### src/rtl/spnand_pkg.sv
package spnand_pkg;

  localparam logic [7:0] OP_PTR_LOW   = 8'h00;
  localparam logic [7:0] OP_PTR_HIGH  = 8'h01;
  localparam logic [7:0] OP_PTR_SPARE = 8'h50;
  localparam logic [7:0] OP_DATA_IN   = 8'h80;
  localparam logic [7:0] OP_PROGRAM   = 8'h10;
  localparam logic [7:0] OP_ERASE_SET = 8'h60;
  localparam logic [7:0] OP_ERASE_GO  = 8'hD0;
  localparam logic [7:0] OP_STATUS    = 8'h70;
  localparam logic [7:0] OP_IDENT     = 8'h90;
  localparam logic [7:0] OP_PARAMS    = 8'hEC;
  localparam logic [7:0] OP_FEAT_GET  = 8'hEE;
  localparam logic [7:0] OP_FEAT_SET  = 8'hEF;

  localparam int ROW_BITS  = 24;
  localparam int NUM_STEPS = 7;

  typedef enum logic [2:0] {
    ST_PTR  = 3'd0,
    ST_OP   = 3'd1,
    ST_COL  = 3'd2,
    ST_ROW0 = 3'd3,
    ST_ROW1 = 3'd4,
    ST_ROW2 = 3'd5,
    ST_END  = 3'd6
  } step_e;

  typedef struct packed {
    logic [7:0] data;
    logic       cle;
    logic       ale;
    logic       ce;
  } bus_cyc_t;

  // Opcodes whose address phase is always 8 bits wide.
  function automatic logic narrow_addr(logic [7:0] op);
    return (op == OP_IDENT) || (op == OP_PARAMS) ||
           (op == OP_FEAT_GET) || (op == OP_FEAT_SET);
  endfunction

  // Opcodes that leave busy handling to someone else.
  function automatic logic no_wait(logic [7:0] op, logic has_col, logic has_page);
    logic skip;
    skip = (op == OP_PROGRAM) || (op == OP_ERASE_SET) || (op == OP_ERASE_GO) ||
           (op == OP_DATA_IN) || (op == OP_STATUS) || (op == OP_IDENT) ||
           (op == OP_FEAT_SET);
    if (op == OP_PTR_LOW && !has_col && !has_page) skip = 1'b1;
    return skip;
  endfunction

  // Region pointer chosen by the column of a data-input request.
  function automatic logic [7:0] region_ptr(logic [15:0] col, logic [15:0] page_bytes,
                                            logic has_col);
    if (!has_col)               return OP_PTR_LOW;
    else if (col >= page_bytes) return OP_PTR_SPARE;
    else if (col < 16'd256)     return OP_PTR_LOW;
    else                        return OP_PTR_HIGH;
  endfunction

  // Column byte after region rebase and bus-width scaling.
  function automatic logic [7:0] col_byte(logic [15:0] col, logic [15:0] page_bytes,
                                          logic [7:0] op, logic wide_bus);
    logic [15:0] c;
    c = col;
    if (op == OP_DATA_IN) begin
      if (c >= page_bytes)     c = c - page_bytes;
      else if (c >= 16'd256)   c = c - 16'd256;
    end
    if (wide_bus && !narrow_addr(op)) c = c >> 1;
    return c[7:0];
  endfunction

  // Lowest enabled step at or after index 'from'.
  function automatic step_e first_from(logic [NUM_STEPS-1:0] m, int from);
    step_e r;
    logic  hit;
    r   = ST_END;
    hit = 1'b0;
    for (int i = 0; i < NUM_STEPS; i++) begin
      if (!hit && i >= from && m[i]) begin
        r   = step_e'(i);
        hit = 1'b1;
      end
    end
    return r;
  endfunction

endpackage

### src/rtl/spnand_planner.sv
module spnand_planner
  import spnand_pkg::*;
#(
  parameter int COL_W      = 10,
  parameter int PAGE_BYTES = 512
) (
  input  logic [7:0]           op_i,
  input  logic [COL_W-1:0]     col_i,
  input  logic                 has_col_i,
  input  logic                 has_page_i,
  input  logic                 bus16_i,
  input  logic                 row3_i,
  output logic [7:0]           ptr_o,
  output logic [7:0]           col_o,
  output logic [NUM_STEPS-1:0] mask_o,
  output logic                 need_wait_o
);
  localparam logic [15:0] PB16 = 16'(PAGE_BYTES);

  logic [15:0] col16;
  assign col16 = 16'(col_i);

  assign ptr_o       = region_ptr(col16, PB16, has_col_i);
  assign col_o       = col_byte(col16, PB16, op_i, bus16_i);
  assign need_wait_o = !no_wait(op_i, has_col_i, has_page_i);

  always_comb begin
    mask_o          = '0;
    mask_o[ST_PTR]  = (op_i == OP_DATA_IN);
    mask_o[ST_OP]   = 1'b1;
    mask_o[ST_COL]  = has_col_i;
    mask_o[ST_ROW0] = has_page_i;
    mask_o[ST_ROW1] = has_page_i;
    mask_o[ST_ROW2] = has_page_i && row3_i;
    mask_o[ST_END]  = 1'b1;
  end
endmodule

### src/rtl/spnand_stepper.sv
module spnand_stepper
  import spnand_pkg::*;
(
  input  logic                 clk_i,
  input  logic                 rst_n_i,
  input  logic                 start_i,
  input  logic [NUM_STEPS-1:0] mask_i,
  input  logic                 need_wait_i,
  input  logic                 take_i,
  output logic                 active_o,
  output step_e                step_o,
  output logic                 end_fire_o,
  output logic                 wait_pulse_o
);
  logic [NUM_STEPS-1:0] mask_q;
  logic                 need_q;

  assign end_fire_o = active_o && take_i && (step_o == ST_END);

  always_ff @(posedge clk_i or negedge rst_n_i) begin
    if (!rst_n_i) begin
      active_o     <= 1'b0;
      step_o       <= ST_END;
      mask_q       <= '0;
      need_q       <= 1'b0;
      wait_pulse_o <= 1'b0;
    end else begin
      wait_pulse_o <= 1'b0;
      if (!active_o && start_i) begin
        active_o <= 1'b1;
        mask_q   <= mask_i;
        need_q   <= need_wait_i;
        step_o   <= first_from(mask_i, 0);
      end else if (active_o && take_i) begin
        if (step_o == ST_END) begin
          active_o     <= 1'b0;
          wait_pulse_o <= need_q;
        end else begin
          step_o <= first_from(mask_q, int'(step_o) + 1);
        end
      end
    end
  end
endmodule

### src/rtl/spnand_cycle_mux.sv
module spnand_cycle_mux
  import spnand_pkg::*;
(
  input  step_e               step_i,
  input  logic [7:0]          ptr_i,
  input  logic [7:0]          op_i,
  input  logic [7:0]          col_i,
  input  logic [ROW_BITS-1:0] row_i,
  output bus_cyc_t            cyc_o
);
  always_comb begin
    unique case (step_i)
      ST_PTR:  cyc_o = '{data: ptr_i,         cle: 1'b1, ale: 1'b0, ce: 1'b1};
      ST_OP:   cyc_o = '{data: op_i,          cle: 1'b1, ale: 1'b0, ce: 1'b1};
      ST_COL:  cyc_o = '{data: col_i,         cle: 1'b0, ale: 1'b1, ce: 1'b1};
      ST_ROW0: cyc_o = '{data: row_i[7:0],    cle: 1'b0, ale: 1'b1, ce: 1'b1};
      ST_ROW1: cyc_o = '{data: row_i[15:8],   cle: 1'b0, ale: 1'b1, ce: 1'b1};
      ST_ROW2: cyc_o = '{data: row_i[23:16],  cle: 1'b0, ale: 1'b1, ce: 1'b1};
      default: cyc_o = '{data: 8'h00,         cle: 1'b0, ale: 1'b0, ce: 1'b0};
    endcase
  end
endmodule

### src/rtl/spnand_cmd_seq.sv
module spnand_cmd_seq
  import spnand_pkg::*;
#(
  parameter int COL_W      = 10,
  parameter int PAGE_BYTES = 512
) (
  input  logic                clk_i,
  input  logic                rst_n_i,
  input  logic                bus16_i,
  input  logic                row3_i,
  input  logic                req_valid_i,
  output logic                req_ready_o,
  input  logic [7:0]          req_op_i,
  input  logic [COL_W-1:0]    req_col_i,
  input  logic                req_has_col_i,
  input  logic [ROW_BITS-1:0] req_page_i,
  input  logic                req_has_page_i,
  output logic                cyc_valid_o,
  input  logic                cyc_ready_i,
  output logic [7:0]          cyc_byte_o,
  output logic                cyc_cle_o,
  output logic                cyc_ale_o,
  output logic                cyc_ce_o,
  output logic                wait_start_o
);
  logic [7:0]           plan_ptr, plan_col;
  logic [NUM_STEPS-1:0] plan_mask;
  logic                 plan_wait;
  logic                 active, req_fire, end_fire;
  step_e                step;
  logic [7:0]           ptr_q, op_q, col_q;
  logic [ROW_BITS-1:0]  row_q;
  bus_cyc_t             cyc;

  spnand_planner #(.COL_W(COL_W), .PAGE_BYTES(PAGE_BYTES)) u_plan (
    .op_i        (req_op_i),
    .col_i       (req_col_i),
    .has_col_i   (req_has_col_i),
    .has_page_i  (req_has_page_i),
    .bus16_i     (bus16_i),
    .row3_i      (row3_i),
    .ptr_o       (plan_ptr),
    .col_o       (plan_col),
    .mask_o      (plan_mask),
    .need_wait_o (plan_wait)
  );

  assign req_ready_o = !active;
  assign req_fire    = req_valid_i && !active;

  always_ff @(posedge clk_i or negedge rst_n_i) begin
    if (!rst_n_i) begin
      ptr_q <= '0;
      op_q  <= '0;
      col_q <= '0;
      row_q <= '0;
    end else if (req_fire) begin
      ptr_q <= plan_ptr;
      op_q  <= req_op_i;
      col_q <= plan_col;
      row_q <= req_page_i;
    end
  end

  spnand_stepper u_step (
    .clk_i        (clk_i),
    .rst_n_i      (rst_n_i),
    .start_i      (req_fire),
    .mask_i       (plan_mask),
    .need_wait_i  (plan_wait),
    .take_i       (cyc_ready_i),
    .active_o     (active),
    .step_o       (step),
    .end_fire_o   (end_fire),
    .wait_pulse_o (wait_start_o)
  );

  spnand_cycle_mux u_mux (
    .step_i (step),
    .ptr_i  (ptr_q),
    .op_i   (op_q),
    .col_i  (col_q),
    .row_i  (row_q),
    .cyc_o  (cyc)
  );

  assign cyc_valid_o = active;
  assign cyc_byte_o  = cyc.data;
  assign cyc_cle_o   = cyc.cle;
  assign cyc_ale_o   = cyc.ale;
  assign cyc_ce_o    = cyc.ce;
endmodule

### config.mk
export PLATFORM = sky130hd
export DESIGN_NAME = spnand_cmd_seq
export DESIGN_NICKNAME = d
export VERILOG_FILES = /design/src/rtl/spnand_pkg.sv /design/src/rtl/spnand_planner.sv /design/src/rtl/spnand_stepper.sv /design/src/rtl/spnand_cycle_mux.sv /design/src/rtl/spnand_cmd_seq.sv
export SDC_FILE = /design/constraint.sdc
export NUM_CORES = 1
export LEC_CHECK = 0
export BUFFER_PORTS_ARGS = -buffer_cell sky130_fd_sc_hd__buf_4
export CAP_MARGIN = 15
export CORE_AREA = 2 2 86 88
export CTS_CLUSTER_SIZE = 40
export DETAILED_ROUTE_END_ITERATION = 16
export DIE_AREA = 0 0 88 90
export PLACE_DENSITY_LB_ADDON = 0.3
export SKIP_CTS_REPAIR_TIMING = 1
export SLEW_MARGIN = 20
export SYNTH_ARGS = -nofsm -noshare
export SYNTH_HDL_FRONTEND = slang
export SYNTH_SLANG_ARGS = --single-unit
### constraint.sdc
create_clock -name clk_i -period 2.2 [get_ports clk_i]
set_input_delay 0.44 -clock clk_i [delete_from_list [all_inputs] [get_ports clk_i]]
set_output_delay 0.44 -clock clk_i [all_outputs]
set_load 0.005 [all_outputs]
==> summary.txt <==
core area - 0.00702 sq mm
max-cap violation count - 0
RR Startpoint - u_step.step_o[1]
global-route wire length before repair - 11.9 mm
DR vias/cell - 5.20
drt first-iter violations - 168
Worst Setup SP - u_step.step_o[1]
Inserted Clock Buffers - 5
Post-synth EDFFs - 0
total global-route track usage - 19.1%
die area - 0.00792 sq mm
Post-route DRC - 0
ranking of synthesized cells by area - dfrtp_1 46%, nand2_1 16%, a32oi_1 3.2%, ha_1 3.2%, a31oi_1 2.0%
fin nets - 446
TritonCTS Sinks - 53
wire per inst - 15.5 microns
final setup violation count - 10
area grow syn2layout - 34.3%
slowest stage delay, CP - 0.60 ns
failing checks - setup timing
RD Place Congestion - 0.852
Arr. time, crit path - 2.01 ns
Seq/Total Area, Yosys - 47.9%
largest net degree at the start of global routing - 54
Clk Latency, worst-skew pair - 0.32 ns
Critical path buffers and inverters - 2
status - finished, violations left
Mapped Cells - 319
Die Wd - 88 microns
fmax - 0.408 GHz
CTS Root Cell - clkbuf_8
starting density of the core - 39.5%
Max FO, Critical Path - 4
synth warn - 0
Tcrit/Tclk final - 112%
Yosys top cell area share - 46.0%
power density over the cells - 1320 mW/mm^2
CTS tree - built
top-count cell post-synth - nand2_1
router iterations before antenna repair - 4
ys flop type - dfrtp_1
Worst slew margin - 45.6%
initial antenna violation count - 0
routed via count - 2,543
Hold Fails Final Rpt - 0
number of global-route vias before repair - 2,470
FFs w/ async S/R, synth - 100%
CTS H-tree lvls - 2
Largest delay share family, worst path - simple AND/OR/NAND/NOR gates
Least-Margin Pin Slew - 0.816 ns
Yosys top cell by area - dfrtp_1
setup repair after global routing missed its margin - yes
slowest stage cell, crit path - dfstp_2
register bit total from synthesis - 53
critical path required time - 1.76 ns
Post-Syn Nets - 376
I/O pins - 64
Final ANT Viol Nets - 0
Worst Skew - 0.00917 ns
Die Span Y - 90 microns
most instantiated cells after synthesis - 120 x nand2_1, 51 x dfrtp_1, 14 x nor2_1
GRT overflow - 0
Clock Pin Slew Worst Setup and Hold Paths - 0.11 ns
post-route insts no fill - 489
HP Class - in2async
share of cells above drive strength 1 - 33.1%
worst vdd ir - 0.660 mV
Worst setup SP type - register
Netlist Area Pre-Place - 0.00277 sq mm
fin. max-slew vios - 0
worst-path cell chain - inv_4 > ha_4 > nor2_4 > nor2_1 > or3_4 > or2_1 > buf_4
Antenna diodes - 0
DP HPWL - 5.51 mm
Mapped Avg Cell Area - 8.69 sq um
Worst Setup End Kind - output pin
port bufs - 63
min cycle time layout - 2.45 ns
kind of critical path - reg2out
Core Rows - 31
cell count after placement - 477
Cell variety after synth - 52
Lkg Pwr - 1.82 nW
Util after Layout - 53.0%
Max Buffers Root-to-Sink - 2
aggregate routed wire length - 7.58 mm
setup ws final - -0.253 ns
metrics by stage:
step | total power, mW | worst slack (ns) | TNS [ns] | hold WS (ns) | instance area (sq um)
global route | 5.26 | -0.301 | -1.31 | 0.202 | 3720
finish | 4.91 | -0.253 | -0.824 | 0.142 | 3720
CTS | 4.48 | -0.335 | -1.76 | 0.183 | 3490
floorplan | 2.89 | 0.154 | 0 | 0.144 | 2770
global placement | 3.84 | 0.0536 | 0 | 0.442 | 3400
detailed placement | 3.90 | 0.0238 | 0 | 0.445 | 3400
layout make-up:
class / instances / area (sq um)
Fill cell: 685 / 3300
Multi-Input combinational cell: 243 / 1500
Sequential cell: 53 / 1330
Timing Repair Buffer: 81 / 651
Tap cell: 99 / 124
Clock buffer: 5 / 68.8
Inverter: 5 / 23.8
Clock inverter: 3 / 21.3
metal layers:
layer  global-route usage [%]  part of all wire (%)  up-vias
met4                     7.05                   2.3        0
met3                     3.76                   5.0       15
li1                         -                     -     1242
met5                        0                     0        -
met2                     29.4                    48       72
met1                     26.6                    45     1214
registers in the layout, summed over array words and instances, names as in the netlist:
signal and count:
op_q 8, u_step.active_o 1, row_q 24, u_step.mask_q 5, ptr_q 2, u_step.step_o 3
u_step.need_q 1, u_step.wait_pulse_o 1, col_q 8
worst paths after layout:
check	end	slack, ns	cells after the start
max	cyc_ce_o	-0.25	7
min	col_q[1]	0.14	1
max reg2reg	u_step.step_o[0]	0.13	5
min reg2reg	u_step.mask_q[1]	0.47	1
max in group asynchronous	u_step.step_o[0]	1.58	1
min in group clk_i	row_q[21]	0.30	3
cells by family (layout without fill, tap and decap cells):
group | after synthesis | count (layout) | synth area share (%)
compound gates | 69 | 69 | 17.7
fa+ha+maj | 7 | 7 | 3.16
buf+inv | 23 | 94 | 3.88
flops | 53 | 53 | 47.9
mux | 3 | 3 | 1.17
simple gates | 164 | 164 | 26.2
where the power goes:
part	switching [mW]	internal, mW	leakage, nW	total [mW]
Clock	0.351	0.227	0.0445	0.578
Combinational	1.25	1.26	1.13	2.51
Sequential	0.395	1.43	0.644	1.82
Total	1.99	2.92	1.82	4.91
layout by cell type (no fill, tap or decap), drive strengths merged, types with 2 or more instances in the layout:
| cell type | Yosys | final |
|---|---|---|
| a211o | 2 | 2 |
| a211oi | 2 | 2 |
| a21boi | 2 | 2 |
| a21oi | 11 | 11 |
| a221oi | 4 | 4 |
| a22o | 2 | 2 |
| a22oi | 2 | 2 |
| a31oi | 9 | 9 |
| a32oi | 10 | 10 |
| and2b | 2 | 2 |
| and3 | 2 | 2 |
| buf | 6 | 81 |
| clkbuf | 12 | 5 |
| dfrtp | 51 | 51 |
| dfstp | 2 | 2 |
| ha | 7 | 7 |
| inv | 5 | 6 |
| mux2 | 2 | 2 |
| nand2 | 120 | 120 |
| nand2b | 3 | 3 |
| nand3 | 7 | 7 |
| nand4b | 2 | 2 |
| nor2 | 14 | 14 |
| nor2b | 4 | 4 |
| o21ai | 16 | 16 |
| o31ai | 2 | 2 |
| or2 | 2 | 2 |
No activity file was read; power rests on OpenSTA's default activity.
